$ cat config.mk
export PLATFORM = sky130hd
export DESIGN_NAME = dma_steal_engine
export DESIGN_NICKNAME = d
export VERILOG_FILES = /design/src/rtl/dma_pkg.sv /design/src/rtl/dma_rst_sync.sv /design/src/rtl/dma_cfg_regs.sv /design/src/rtl/dma_beat_gate.sv /design/src/rtl/dma_xfer_ctrl.sv /design/src/rtl/dma_steal_engine.sv
export SDC_FILE = /design/constraint.sdc
export NUM_CORES = 1
export LEC_CHECK = 0
export BUFFER_PORTS_ARGS = -buffer_cell sky130_fd_sc_hd__buf_2
export CAP_MARGIN = 10
export CORE_MARGIN = 2
export CORE_UTILIZATION = 51
export CTS_BUF_LIST = sky130_fd_sc_hd__clkbuf_8
export DETAILED_ROUTE_END_ITERATION = 12
export PLACE_DENSITY_LB_ADDON = 0.12
export SLEW_MARGIN = 10
export SYNTH_ARGS = -nofsm -noshare
export SYNTH_HDL_FRONTEND = slang
export SYNTH_SLANG_ARGS = --single-unit
$ cat constraint.sdc
create_clock -name clk -period 3.9 [get_ports clk]
set_input_delay 1.17 -clock clk [delete_from_list [all_inputs] [get_ports clk]]
set_output_delay 1.17 -clock clk [all_outputs]
set_load 0.03 [all_outputs]
$ cat src/rtl/dma_pkg.sv
package dma_pkg;
  typedef enum logic [1:0] {
    SEL_BASE = 2'd0,
    SEL_LEN  = 2'd1,
    SEL_CTRL = 2'd2,
    SEL_NONE = 2'd3
  } cfg_sel_e;

  localparam int unsigned CTRL_START_BIT = 0;
  localparam int unsigned CTRL_CLEAR_BIT = 1;
endpackage

$ cat src/rtl/dma_rst_sync.sv
module dma_rst_sync (
  input  logic clk,
  input  logic rst_n,
  output logic rst_n_sync
);
  logic [1:0] stage_q;

  always_ff @(posedge clk or negedge rst_n) begin
    if (!rst_n) stage_q <= 2'b00;
    else        stage_q <= {stage_q[0], 1'b1};
  end

  assign rst_n_sync = stage_q[1];
endmodule

$ cat src/rtl/dma_cfg_regs.sv
module dma_cfg_regs
  import dma_pkg::*;
#(
  parameter int unsigned AW = 16
) (
  input  logic          clk,
  input  logic          rst_n,
  input  logic          cfg_we,
  input  logic [1:0]    cfg_sel,
  input  logic [AW-1:0] cfg_wdata,
  output logic [AW-1:0] base_q,
  output logic [AW-1:0] len_q,
  output logic          start_cmd,
  output logic          clear_cmd
);
  cfg_sel_e sel;
  logic [AW-1:0] base_n, len_n;
  logic          base_en, len_en;
  logic          unused_ctrl_bits;

  assign sel = cfg_sel_e'(cfg_sel);

  // next-state
  always_comb begin
    base_en   = cfg_we && (sel == SEL_BASE);
    len_en    = cfg_we && (sel == SEL_LEN);
    base_n    = cfg_wdata;
    len_n     = cfg_wdata;
    start_cmd = cfg_we && (sel == SEL_CTRL) && cfg_wdata[CTRL_START_BIT];
    clear_cmd = cfg_we && (sel == SEL_CTRL) && cfg_wdata[CTRL_CLEAR_BIT];
  end

  assign unused_ctrl_bits = ^cfg_wdata[AW-1:2];

  // registers
  always_ff @(posedge clk or negedge rst_n) begin
    if (!rst_n) begin
      base_q <= '0;
      len_q  <= '0;
    end else begin
      if (base_en) base_q <= base_n;
      if (len_en)  len_q  <= len_n;
    end
  end
endmodule

$ cat src/rtl/dma_beat_gate.sv
module dma_beat_gate (
  input  logic xfer_active,
  input  logic dev_req,
  input  logic cpu_bus_busy,
  output logic beat
);
  // A word moves only when the bus is free, the device is ready, and a transfer runs.
  assign beat = xfer_active & dev_req & ~cpu_bus_busy;
endmodule

$ cat src/rtl/dma_xfer_ctrl.sv
module dma_xfer_ctrl #(
  parameter int unsigned AW = 16
) (
  input  logic          clk,
  input  logic          rst_n,
  input  logic [AW-1:0] base,
  input  logic [AW-1:0] len,
  input  logic          start_cmd,
  input  logic          clear_cmd,
  input  logic          beat,
  output logic          busy_q,
  output logic          irq_q,
  output logic [AW-1:0] addr_q
);
  localparam logic [AW-1:0] LAST_WORD = AW'(1);

  logic [AW-1:0] cnt_q, cnt_n, addr_n;
  logic          busy_n, irq_n, upd_en;

  // next-state
  always_comb begin
    busy_n = busy_q;
    irq_n  = irq_q;
    addr_n = addr_q;
    cnt_n  = cnt_q;
    if (clear_cmd) irq_n = 1'b0;
    if (!busy_q && start_cmd) begin
      if (len == '0) begin
        irq_n = 1'b1;
      end else begin
        busy_n = 1'b1;
        addr_n = base;
        cnt_n  = len;
      end
    end
    if (beat) begin
      addr_n = addr_q + AW'(1);
      cnt_n  = cnt_q - AW'(1);
      if (cnt_q == LAST_WORD) begin
        busy_n = 1'b0;
        irq_n  = 1'b1;
      end
    end
    upd_en = start_cmd | clear_cmd | beat;
  end

  // registers
  always_ff @(posedge clk or negedge rst_n) begin
    if (!rst_n) begin
      busy_q <= 1'b0;
      irq_q  <= 1'b0;
      addr_q <= '0;
      cnt_q  <= '0;
    end else if (upd_en) begin
      busy_q <= busy_n;
      irq_q  <= irq_n;
      addr_q <= addr_n;
      cnt_q  <= cnt_n;
    end
  end
endmodule

$ cat src/rtl/dma_steal_engine.sv
module dma_steal_engine #(
  parameter int unsigned AW = 16,
  parameter int unsigned DW = 32
) (
  input  logic          clk,
  input  logic          rst_n,
  input  logic          cfg_we,
  input  logic [1:0]    cfg_sel,
  input  logic [AW-1:0] cfg_wdata,
  input  logic          dev_req,
  input  logic [DW-1:0] dev_data,
  output logic          dev_ack,
  input  logic          cpu_bus_busy,
  output logic          mem_we,
  output logic [AW-1:0] mem_addr,
  output logic [DW-1:0] mem_wdata,
  output logic          busy,
  output logic          irq
);
  logic          rst_n_sync;
  logic [AW-1:0] base_q, len_q, addr_q;
  logic          start_cmd, clear_cmd, beat, busy_q, irq_q;

  dma_rst_sync u_rst_sync (
    .clk(clk), .rst_n(rst_n), .rst_n_sync(rst_n_sync)
  );

  dma_cfg_regs #(.AW(AW)) u_cfg (
    .clk(clk), .rst_n(rst_n_sync), .cfg_we(cfg_we), .cfg_sel(cfg_sel),
    .cfg_wdata(cfg_wdata), .base_q(base_q), .len_q(len_q),
    .start_cmd(start_cmd), .clear_cmd(clear_cmd)
  );

  dma_beat_gate u_gate (
    .xfer_active(busy_q), .dev_req(dev_req),
    .cpu_bus_busy(cpu_bus_busy), .beat(beat)
  );

  dma_xfer_ctrl #(.AW(AW)) u_ctrl (
    .clk(clk), .rst_n(rst_n_sync), .base(base_q), .len(len_q),
    .start_cmd(start_cmd), .clear_cmd(clear_cmd), .beat(beat),
    .busy_q(busy_q), .irq_q(irq_q), .addr_q(addr_q)
  );

  assign mem_we    = beat;
  assign dev_ack   = beat;
  assign mem_addr  = addr_q;
  assign mem_wdata = dev_data;
  assign busy      = busy_q;
  assign irq       = irq_q;
endmodule

---- Word-level counts from Yosys, hierarchy flattened ----
Cells that the tools add are included.
storage, ports and cells
  word-level logic and storage cells ...... 44
  output and inout port bits .............. 52
  flip-flop bits (word level) ............. 68
operators by class
  bitwise operators ....................... 5
  reductions and logical operators ........ 11
  add/subtract/negate cells ............... 2
  equal/unequal tests ..................... 4
  mux-type cells .......................... 15
operator list
  cell                     count
  $mux W16                 6
  $add A16 B1 Y16 const B  1
  $eq A16 B1 Y1 const B    1
  $logic_not A16 Y1        1
  $sub A16 B1 Y16 const B  1
  $mux W1                  9
  $logic_and A1 B1 Y1      6
  $reduce_and A3 Y1        1
  $and A1 B1 Y1            2
  $eq A2 B1 Y1 const B     1
  $eq A2 B2 Y1 const B     1
  $logic_not A2 Y1         1
  $ne A2 B1 Y1 const B     1
  $or A1 B1 Y1             2
  $reduce_bool A2 Y1       1
  $logic_not A1 Y1         1
  $not A1 Y1               1

---- Depth between registers and ports, before layout ----
  depth in word-level cells ............... 8
  depth in mapped cells ................... 7
  gate-level depth less buffers ........... 6

---- Modules after synthesis ----
Synthesis repeated with hierarchy kept, for this count alone.
unflattened totals
  cells, all modules ...................... 330
  area, all modules ....................... 3562.2 µm²
by module, submodules not included
  module            area each (µm²)  sequential area each (µm²)  instances  cells an instance
  dma_xfer_ctrl     2018.2           850.8                       1          222
  dma_cfg_regs      1233.7           800.8                       1          71
  dma_steal_engine  247.7            0.0                         1          33
  dma_rst_sync      53.8             50.0                        1          3
  dma_beat_gate     8.8              0.0                         1          1

---- Least setup slack after synthesis ----
Ideal clock, no wire load.
  kind .................................... input -> output
  start ................................... in cpu_bus_busy
  end ..................................... out mem_we
  arrival time ............................ 2.097 ns
  path slack .............................. 0.633 ns
  cell stages on the path ................. 3
  cell sequence ........................... nand3b_1 > clkinv_1 > buf_4
on the way
  longest elaborated chain between the ends .. 2
RTL lines
  element        line                    RTL
  from (decl)    dma_steal_engine.sv:13  input logic cpu_bus_busy,
  $not A1 Y1     dma_beat_gate.sv:8      assign beat = xfer_active & dev_req & ~cpu_bus_busy;
  $and A1 B1 Y1  dma_beat_gate.sv:8
  to (decl)      dma_steal_engine.sv:14  output logic mem_we,
Every way passes these cells.

---- Final worst setup path ----
  start ................................... in dev_req
  end ..................................... out dev_ack
on the way
  longest elaborated chain between the ends .. 2
RTL lines
  element                     line                    RTL
  from (decl)                 dma_steal_engine.sv:10  input logic dev_req,
  $and A1 B1 Y1 (2 in a row)  dma_beat_gate.sv:8
  to (decl)                   dma_steal_engine.sv:12  output logic dev_ack,
Every way passes these cells.

==> summary.txt <==
Outcome
  – Status: complete, no violations

Logic synthesis
  – Asr flop ratio synth: 1.00
  – Post-Syn Area: 0.00342 mm2
  – Average size of a mapped cell: 10.2 um2
  – Synth cell types: 44
  – Post-synth EDFFs: 0
  – Syn nets: 392
  – Ys Warns: 0
  – Seq cells post-synth: 68
  – Syn Inst Count: 334
  – Dominant synthesized flop cell: dfrtp_1
  – Seq/Total Area, Yosys: 0.497

Timing
  – Worst slew pin tran: 1.07 ns
  – Clk_skew: 0.0126 ns
  – Period utilization: 0.807
  – RSZ-0062 raised after global routing: false
  – Fin. Hold Viols: 0
  – Relative slew margins: 0.285
  – Final worst setup slack: 0.754 ns
  – Setup_tns: 0 ns
  – Final slew viol count: 0
  – # setup viols final: 0
  – Tmin final: 3.15 ns
  – Fmax: 318 MHz

Clock network
  – Post-CTS Hold Fix Bufs: 0
  – Worst skew pair latency: 0.34 ns
  – CTS root buf: clkbuf_8
  – Post-CTS setup buffer count: 0
  – CTS sink count: 68
  – Clk slew on worst S/H paths: 0.08 ns
  – # resized after CTS: 0
  – CTS H-tree depth: 3
  – Clock buffer count from CTS: 9
  – CTS max path bufs: 2
  – TritonCTS clock tree: done

Routing
  – # DRC: 0
  – First drt pass iteration count: 5
  – Total Wirelength: 7390 um
  – Vias per Instance: 5.97
  – Final ANT Viol Nets: 0
  – Via Count: 2550
  – Routed wire per std cell: 17.3 um
  – DR iter-0 viols: 97

Worst setup path
  – Crit-path cells: buf_2 > nand3b_1 > clkinv_1 > buf_2
  – Largest fanout on the critical path: 11
  – Crit path kind: in2out
  – Flop2flop setup slack: 1.64 ns
  – Worst reg2reg path endpoint: u_ctrl.cnt_q[15]
  – CP dominant cell by count: buf_2
  – CP startpoint kind: primary input
  – Worst setup path startpoint: dev_req
  – Slowest stage delay, CP: 0.31 ns
  – Worst reg2reg path depth: 5
  – CP endpoint kind: output port
  – Crit path to: dev_ack
  – Worst EP required: 2.73 ns
  – Worst R2R Start: u_ctrl.cnt_q[9]
  – Slowest CP cell: clkinv_1
  – CP arrival: 1.98 ns

Cells and area
  – Share of layout cells above drive strength 1: 0.283
  – Ant diodes: 0
  – Filler Cell Count: 564
  – Fin util: 0.568
  – Fin nets: 405
  – Area grow syn2layout: 6.65%

GRT
  – Global Route Usage Sum: 0.213
  – GR Overflow Total: 0
  – Pin count of the biggest net entering global routing: 50
  – Met3 usage: 0.0433
  – First-pass GRT wire length: 12200 um
  – GR peak layer: met2
  – Met1 usage: 0.303
  – Number of global-route vias before repair: 2473
  – Initial antenna violation count: 0
  – Met2 usage: 0.319

Die
  – Cell Rows: 29
  – Die span in y: 85.9 um
  – # IOs: 107
  – Starting density of the core: 0.533
  – Core area: 0.00642 mm2
  – DIE AREA: 0.00738 mm2
  – Die width: 85.9 um

Power
  – Pwr Total: 2.17 mW
  – VDD IR max: 0.283 mV
  – PD cells: 593 mW/mm2
  – Leak: 1.63 nW

Placement
  – Port bufs: 42
  – RePlAce Congestion: 0.778
  – HPWL Detailed: 5170 um
  – Dpl ws: 0.765 ns

Hold path
  – Worst Hold Class: reg2reg

Run
  – Max-Cap Viols: 0
critical path, delay by kind of cell:
kind / cells / cell delay [ns]
buffers and inverters: 3 / 0.70
and+or+nand+nor: 1 / 0.09
flip-flops by register name (all words and copies together) (netlist names):
name	cells
u_ctrl.cnt_q	16
u_ctrl.busy_q	1
u_cfg.len_q	16
u_cfg.base_q	16
u_ctrl.irq_q	1
u_ctrl.addr_q	16
u_rst_sync.stage_q	2
synthesized netlist by cell type (all sizes together), types with 2 or more instances:
cell type	number	area [um2]
nand2	31	116
or3	5	32.5
o211ai	4	30.0
nand3b	3	22.5
o311ai	5	43.8
or4	4	30.0
a21o	4	30.0
nand4	3	18.8
xnor2	3	26.3
nor4	9	56.3
a31oi	5	31.3
a21oi	10	50.1
o22ai	3	18.8
o21ai	18	90.1
ha	3	37.5
inv	8	30.0
buf	34	253
mux2	31	349
a22oi	5	37.5
nor2	18	67.6
dfrtp	68	1700
a221o	2	20.0
nand3	15	75.1
a32oi	2	17.5
clkbuf	12	45.0
nor3	12	60.1
o21bai	2	15.0
cell families (layout without fill, tap and decap cells):
logic type / count (synthesis) / after routing / share of synthesized area
other cells: 1 / 1 / 0.00110
xor+xnor: 3 / 3 / 0.00768
buf+inv: 55 / 71 / 0.0969
mux: 31 / 31 / 0.102
simple gates: 105 / 105 / 0.151
fa+ha+maj: 3 / 3 / 0.0110
compound gates: 68 / 68 / 0.133
flops: 68 / 68 / 0.497
worst min-delay path by stage:
stage / from / end / cells after the start
6_report: u_rst_sync.stage_q[0] / u_rst_sync.stage_q[1] / 0
5_1_grt: u_rst_sync.stage_q[0] / u_rst_sync.stage_q[1] / 0
4_1_cts: u_rst_sync.stage_q[0] / u_rst_sync.stage_q[1] / 0
3_5_place_dp: u_rst_sync.stage_q[0] / u_rst_sync.stage_q[1] / 0
3_3_place_gp: u_rst_sync.stage_q[0] / u_rst_sync.stage_q[1] / 0
2_1_floorplan: u_rst_sync.stage_q[0] / u_rst_sync.stage_q[1] / 0
cell usage in the layout (no fill, tap or decap), drive strengths merged, types with 3 or more instances in the layout:
master,Yosys,routed
dfrtp,68,68
nor4,9,9
a22oi,5,5
o311ai,5,5
nand3,15,15
buf,34,48
nand2,31,31
or3,5,5
xnor2,3,3
nor2,18,18
clkbuf,12,11
mux2,31,31
o211ai,4,4
inv,8,9
a21o,4,4
nand3b,3,3
nand4,3,3
o22ai,3,3
nor3,12,12
ha,3,3
a31oi,5,5
a21oi,10,10
or4,4,4
o21ai,18,18
cell type report:
type | count | area [um2] | share of cell area
multi-input combinational | 211 | 1400 | 0.382
clock inverter | 3 | 16.3 | 0.00446
clock buffer | 11 | 151 | 0.0415
sequential | 68 | 1700 | 0.466
timing repair buffer | 48 | 255 | 0.0699
inverter | 9 | 33.8 | 0.00925
tap | 77 | 96.3 | 0.0264
power breakdown:
group          leakage (nW)  internal [mW]  total [mW]  switching (mW)
logic                 0.711          0.233       0.578           0.345
registers             0.833          0.886        1.07           0.189
clock network        0.0885          0.255       0.513           0.257
per-stage QoR:
step	hold slack [ns]	instances	area (um2)
CTS	0.367	427	3650
global route	0.383	427	3650
detailed placement	0.336	413	3480
global placement	0.343	413	3480
finish	0.367	427	3650
floorplan	0.331	334	3420
per-layer routing:
metal | vias to the layer above | part of all wire
li1 | 1212 | -
met1 | 1252 | 0.46
met2 | 69 | 0.46
met3 | 17 | 0.057
met4 | 0 | 0.018
met5 | - | 0
(Power assumes the default switching activity.)
